[config.mk]
export PLATFORM = sky130hd
export DESIGN_NAME = fdet_framed
export DESIGN_NICKNAME = d
export VERILOG_FILES = /design/src/rtl/fdet_pkg.sv /design/src/rtl/fdet_slot_ctr.sv /design/src/rtl/fdet_track.sv /design/src/rtl/fdet_out.sv /design/src/rtl/fdet_framed.sv
export SDC_FILE = /design/constraint.sdc
export NUM_CORES = 1
export LEC_CHECK = 0
export ABC_CLOCK_PERIOD_IN_PS = 1800
export BUFFER_PORTS_ARGS = -buffer_cell sky130_fd_sc_hd__buf_4
export CAP_MARGIN = 30
export CORE_AREA = 2 2 39 41
export DETAILED_ROUTE_END_ITERATION = 7
export DIE_AREA = 0 0 41 43
export GPL_ROUTABILITY_DRIVEN = 0
export HOLD_SLACK_MARGIN = 0.1
export PLACE_DENSITY = 0.3
export SLEW_MARGIN = 0
export SYNTH_ARGS = -nofsm -noshare
export SYNTH_HDL_FRONTEND = slang
export SYNTH_HIERARCHICAL = 1
export SYNTH_SLANG_ARGS = --single-unit
[constraint.sdc]
create_clock -name clk -period 1.8 [get_ports clk]
set_clock_uncertainty 0.1 [all_clocks]
set_input_delay 0.36 -clock clk [delete_from_list [all_inputs] [get_ports clk]]
set_output_delay 0.36 -clock clk [all_outputs]
set_load 0.01 [all_outputs]
[src/rtl/fdet_pkg.sv]
package fdet_pkg;

    // Frame geometry and number of target words
    localparam int FRAME_BITS = 4;
    localparam int NUM_PAT    = 2;
    localparam int SLOT_W     = $clog2(FRAME_BITS);
    localparam int LAST_SLOT  = FRAME_BITS - 1;

    typedef logic [SLOT_W-1:0]  slot_t;
    typedef logic [NUM_PAT-1:0] alive_t;

    // Frame position register contents
    typedef struct packed {
        slot_t slot;
    } pos_st_t;

    // Per-word "still possible" flags for the frame in progress
    typedef struct packed {
        alive_t alive;
    } trk_st_t;

endpackage

[src/rtl/fdet_slot_ctr.sv]
module fdet_slot_ctr
    import fdet_pkg::*;
(
    input  logic  clk,
    input  logic  rst_n,
    input  logic  adv,
    output slot_t slot_o,
    output logic  last_o
);

    pos_st_t pos_d, pos_q;

    always_comb begin
        pos_d  = pos_q;
        last_o = (pos_q.slot == slot_t'(LAST_SLOT));
        if (adv) begin
            if (last_o) pos_d.slot = '0;
            else        pos_d.slot = pos_q.slot + slot_t'(1);
        end
    end

    always_ff @(posedge clk or negedge rst_n) begin
        if (!rst_n) pos_q <= '0;
        else        pos_q <= pos_d;
    end

    assign slot_o = pos_q.slot;

endmodule

[src/rtl/fdet_track.sv]
module fdet_track
    import fdet_pkg::*;
#(
    parameter logic [NUM_PAT-1:0][FRAME_BITS-1:0] PATS = {4'b1001, 4'b0101}
) (
    input  logic  clk,
    input  logic  rst_n,
    input  logic  adv,
    input  logic  bit_in,
    input  slot_t slot_i,
    input  logic  last_i,
    output logic  hit_now
);

    // Patterns with bit order reversed so that slot k indexes the k-th received bit
    logic [NUM_PAT-1:0][FRAME_BITS-1:0] pat_rev;
    alive_t bit_ok;

    for (genvar p = 0; p < NUM_PAT; p++) begin : g_pat
        for (genvar k = 0; k < FRAME_BITS; k++) begin : g_bit
            assign pat_rev[p][k] = PATS[p][FRAME_BITS-1-k];
        end
        assign bit_ok[p] = (bit_in == pat_rev[p][slot_i]);
    end

    trk_st_t trk_d, trk_q;

    always_comb begin
        trk_d   = trk_q;
        hit_now = 1'b0;
        if (adv) begin
            if (last_i) begin
                hit_now     = |(trk_q.alive & bit_ok);
                trk_d.alive = '1;              // next frame starts fresh
            end else begin
                trk_d.alive = trk_q.alive & bit_ok; // all zero: dead path
            end
        end
    end

    always_ff @(posedge clk or negedge rst_n) begin
        if (!rst_n) trk_q <= '{alive: '1};
        else        trk_q <= trk_d;
    end

endmodule

[src/rtl/fdet_out.sv]
module fdet_out #(
    parameter bit REG_OUT = 1'b0
) (
    input  logic clk,
    input  logic rst_n,
    input  logic hit_now,
    output logic hit_o
);

    if (REG_OUT) begin : g_reg
        logic hit_d, hit_q;
        always_comb hit_d = hit_now;
        always_ff @(posedge clk or negedge rst_n) begin
            if (!rst_n) hit_q <= 1'b0;
            else        hit_q <= hit_d;
        end
        assign hit_o = hit_q;
    end else begin : g_comb
        assign hit_o = hit_now;
    end

endmodule

[src/rtl/fdet_framed.sv]
module fdet_framed
    import fdet_pkg::*;
#(
    parameter logic [NUM_PAT-1:0][FRAME_BITS-1:0] PATS = {4'b1001, 4'b0101},
    parameter bit REG_OUT = 1'b0
) (
    input  logic clk,
    input  logic rst_n,
    input  logic bit_vld,
    input  logic bit_in,
    output logic hit
);

    slot_t slot_q;
    logic  last_slot;
    logic  hit_now;

    fdet_slot_ctr u_pos (
        .clk    (clk),
        .rst_n  (rst_n),
        .adv    (bit_vld),
        .slot_o (slot_q),
        .last_o (last_slot)
    );

    fdet_track #(.PATS(PATS)) u_trk (
        .clk     (clk),
        .rst_n   (rst_n),
        .adv     (bit_vld),
        .bit_in  (bit_in),
        .slot_i  (slot_q),
        .last_i  (last_slot),
        .hit_now (hit_now)
    );

    fdet_out #(.REG_OUT(REG_OUT)) u_out (
        .clk     (clk),
        .rst_n   (rst_n),
        .hit_now (hit_now),
        .hit_o   (hit)
    );

endmodule

# After elaboration in Yosys (flattened, before gate mapping)
# Cells that the tools add are included.
# totals
elab_cells	17
in_bits	4
reg_bits	4
out_inout_bits	1
# op_classes
order_cmp	1
reduce_logical	1
n_eq_ne	3
n_addsub	1
muxes	8
n_bitwise	1
# op_table
op	n
$bmux 1 s2	2
$mux 1	4
$mux 2	2
$lt 2x3->1 const B	1
$add 2x1->2 const B	1
$and 2x2->2	1
$eq 1x1->1	2
$eq 2x2->1 const B	1
$reduce_or 2->1	1

# Logic depth before layout (Yosys ltp)
# logic_depth
ltp_word	7
ltp_mapped	4
mapped_depth_nobuf	3

# Modules after synthesis
# The synthesis kept the hierarchy.
# modules_own_cells
mod	cells_each	seq_area_each_um2	instances	area_each_um2
fdet_track	13	52.6	1	135.1
fdet_slot_ctr	6	50.0	1	88.8
fdet_out	1	0.0	1	7.5

# Worst setup path after synthesis
# No wires, ideal clock.
# synth_path
path_kind	register to output
startpoint	register u_pos.pos_q, in the netlist u_pos/slot_o[0]
endpoint	output port hit
path_stages_with_launch	5
t_arrival_ns	1.050
path_buffers	1
setup_slack_ns	0.290
t_required_ns	1.340
path_cell_list	dfrtp_1 xor2_2 or2_1 a21oi_2 buf_4
# synth_between
elab_chain_cells	7
elab_cells_between_ends	11
classes_between	eq/ne: 3; mux: 6; bitwise: 1; reduce/logical: 1
# synth_rtl
element	line_no	source
start, declared	fdet_slot_ctr.sv:11	pos_st_t pos_d, pos_q;
start signal, assigned	fdet_slot_ctr.sv:24	else pos_q <= pos_d;
$bmux 1 s2	fdet_track.sv:23	assign bit_ok[p] = (bit_in == pat_rev[p][slot_i]);
$mux 1 (not written as such)	fdet_track.sv:23	
$eq 1x1->1	fdet_track.sv:23	
$and 2x2->2	fdet_track.sv:33	hit_now = |(trk_q.alive & bit_ok);
$reduce_or 2->1	fdet_track.sv:33	
$mux 1 *	fdet_track.sv:32	if (last_i) begin
$mux 1 *	fdet_track.sv:31	if (adv) begin
end, declared	fdet_framed.sv:11	output logic hit
# Mark *: on every way between the ends. The rest lies on a longest branch, timed or not. The select of a mux whose other input is x is not followed.

# Worst setup path after layout
# layout_path
startpoint	register u_pos.pos_q, in the netlist u_pos/slot_o[0]
endpoint	output port hit
# layout_between
elab_cells_between_ends	11
classes_between	eq/ne: 3; mux: 6; bitwise: 1; reduce/logical: 1
# layout_lines
element	line_no	source
$eq 2x2->1	fdet_slot_ctr.sv:15	last_o = (pos_q.slot == slot_t'(LAST_SLOT));
via last_slot	fdet_framed.sv:15	logic last_slot;
$mux 1	fdet_track.sv:32	
$mux 1	fdet_track.sv:31	
# The timed path passes the listed nets, and every way through them passes these cells. The select of a mux whose other input is x is not followed.

==> summary.txt <==
Placed design
  • # port buffers: 4
  • Dpl hpwl: 317 microns
  • Dpl cells: 39

Worst setup path
  • Largest stage delay, worst path: 400 ps
  • Setup crit end kind: output pin
  • Top cell by count, worst path: buf_4
  • CP max stage cell: dfrtp_1
  • Crit path max fanout: 3
  • Critical path, cell by cell: buf_4 -> ha_1 -> nand2_1 -> a21oi_2 -> buf_4
  • Required @ worst endpoint: 1340 ps
  • CP Launch Type: flop
  • Cell family with most CP delay: flip-flops
  • Worst Path Arrival: 1280 ps
  • Critical setup path kind: flop to output pin
  • Bufs and invs on worst path: 2

Global routing
  • Initial antenna violation count: 0
  • First-pass GRT wire length: 814 microns
  • GRT Resource Usage Total: 6.96%
  • Total gr overflow: 0
  • Largest net degree at the start of global routing: 7
  • Vias in the first global route: 214

Power and ir drop
  • Internal Power: 0.000377 W
  • IR drop worst, VDD: 0.581 mV
  • Clock share of power: 22.0%
  • Combinational power share: 43.8%
  • Sw frac: 32.0%
  • Psw: 0.000178 W
  • Leakage: 0.146 nW
  • PwrDens: 1670 nW/um^2
  • Reg power frac: 34.2%

Route
  • 1st-pass router iterations: 3
  • Drt wl/cell: 8.96 microns
  • DRC: 0
  • Vias/cell: 3.85
  • DRT antenna net count: 0
  • Via count: 181
  • Iteration-0 DRC Markers: 1
  • Routed wire length: 421 microns

STA
  • Pins over their slew limit: 0
  • Hold slack: 309 ps
  • RSZ-0062 raised after global routing: true
  • Final period utilization: 96.8%
  • Minimum clock period after layout: 1740 ps
  • Rel. slew slack: 85.5%
  • Setup violators final: 0
  • Max Clk Rate: 574 MHz
  • Worst slew pin tran: 218 ps
  • Final hold violation count: 0

Die
  • Die X: 41 microns
  • I/O pins: 5
  • Die area: 1760 sq um
  • Core footprint: 1380 sq um
  • Initial Util: 16.7%
  • Row count: 14
  • Die span in y: 43 microns

Synthesis
  • Synthesized flop and latch total: 4
  • Post-synth top flop: dfstp_2
  • Syn Inst Count: 20
  • Cell variety after synth: 15
  • Syn nets: 25
  • Warnings, synthesis: 6
  • Top cell type's share of synthesized area: 22.7%
  • Post-synth top cells: nand2_1 (3), dfrtp_1 (2), dfstp_2 (2), mux2_2 (2)
  • Largest cells by area after synthesis: dfstp_2 (23%), dfrtp_1 (22%), mux2_2 (9.7%)
  • Top-count cell post-synth: nand2_1
  • Top cell type by total area after synthesis: dfstp_2
  • Async set or reset register ratio after synthesis: 100%
  • Syn_area_per_cell: 11.6 sq um
  • Post-synthesis sequential area ratio: 44.3%
  • Post-synth EDFFs: 0
  • Synth Cell Area: 231 sq um

Final layout
  • Final core occ: 24.1%
  • Area growth syn-to-layout: 43.8%
  • Final nets: 37
  • Ant diodes: 0
  • Layout cells sized above 1: 54.8%
  • Layout Cells excl Fill: 47

Clocking
  • Clock latency on the worst-skew pair: 230 ps
  • CTS Root Cell: clkbuf_4
  • Clock sinks: 4
  • CTS tree: done
  • Total number of H-tree levels: 1
  • Clock Pin Slew Worst Setup and Hold Paths: 40 ps
  • CTS Buffer Depth: 2
  • TritonCTS buffer count: 3

Run
  • Max-cap viol count: 0

Status
  • Status: completed

Hold path
  • Hold WC Path Type: input port to flop
==> final cells by class <==
class	count	area, sq um
fill	161	1050
multi-input combinational	15	121
sequential	4	103
timing repair buffer	8	62.6
clock buffer	4	26.3
tap	16	20.0
==> routing by layer <==
layer  track usage [%]  routed length [microns]  part of all wire (%)  up-vias
met5                 0                        0                     0        -
met4                 0                        0                     0        0
met3              6.28                       19                   4.5        0
met2              10.3                      202                    48        3
met1              7.84                      199                    47       86
li1                  -                        -                     -       92
==> flip-flops by register name, summed over array words and instances, names as in the netlist <==
| signal | count |
|---|---|
| u_pos/slot_o | 2 |
| u_trk/trk_q | 2 |
==> stage by stage <==
stage	area (sq um)	worst slack, ps	setup TNS [ps]	total power [W]
after floorplan	231	290	0	0.000344
after global placement	274	237	0	0.000389
after detailed placement	274	222	0	0.000391
after CTS	325	1.93	0	0.000554
after global routing	333	-14.0	-14.0	0.000610
final	333	57.8	0	0.000554
==> timing repair <==
| action | in CTS | in global routing |
|---|---|---|
| endpoints found under the hold margin | 4 | 0 |
| pin swaps | 0 | 1 |
| setup buffers | 2 | 1 |
| resized for setup | 0 | 0 |
| hold buffers | 1 | 0 |
| setup endpoints to repair | 1 | 1 |
==> cells by family (layout without fill, tap and decap cells) <==
group / Yosys count / in the layout / synth area share (%)
and+or+nand+nor: 7 / 7 / 16.8
buffers and inverters: 1 / 12 / 3.24
DFF: 4 / 4 / 44.3
AOI/OAI and AO/OA: 4 / 4 / 13.5
adders and majority gates: 1 / 1 / 5.40
xor gates and xnor gates: 1 / 1 / 7.03
muxes: 2 / 2 / 9.73
==> power by group through the flow <==
stage          Sequential (W)  Clock [W]  Combinational, W
3_5_place_dp         0.000206          0          0.000186
5_1_grt              0.000196   0.000136          0.000278
3_3_place_gp         0.000208          0          0.000181
4_1_cts              0.000200   0.000129          0.000225
6_report             0.000189   0.000122          0.000243
2_1_floorplan        0.000194          0          0.000150
==> final timing paths <==
check | startpoint | endpoint | slack [ps] | cells after the start
max in group asynchronous | rst_n | u_trk/trk_q[1] | 1050 | 2
worst max-delay path | u_pos/slot_o[0] | hit | 60 | 5
worst min register to register | u_trk/trk_q[0] | u_trk/trk_q[0] | 450 | 1
worst max register to register | u_pos/slot_o[0] | u_pos/slot_o[1] | 510 | 3
worst min-delay path | bit_vld | u_trk/trk_q[0] | 310 | 2
min in group asynchronous | rst_n | u_pos/slot_o[0] | 360 | 2
==> cell usage in the layout, fill, tap and decap left out, drive strengths merged <==
| master | Yosys | layout |
|---|---|---|
| ha | 1 | 1 |
| dlygate4sd3 | 0 | 1 |
| o2111ai | 1 | 1 |
| dfstp | 2 | 2 |
| xor2 | 1 | 1 |
| clkbuf | 0 | 4 |
| nand2b | 1 | 1 |
| or2 | 1 | 1 |
| a22o | 1 | 1 |
| buf | 1 | 7 |
| a21oi | 2 | 2 |
| nor2 | 1 | 1 |
| nand2 | 3 | 3 |
| nand3b | 1 | 1 |
| mux2 | 2 | 2 |
| dfrtp | 2 | 2 |
No activity file was read; power rests on OpenSTA's default activity.
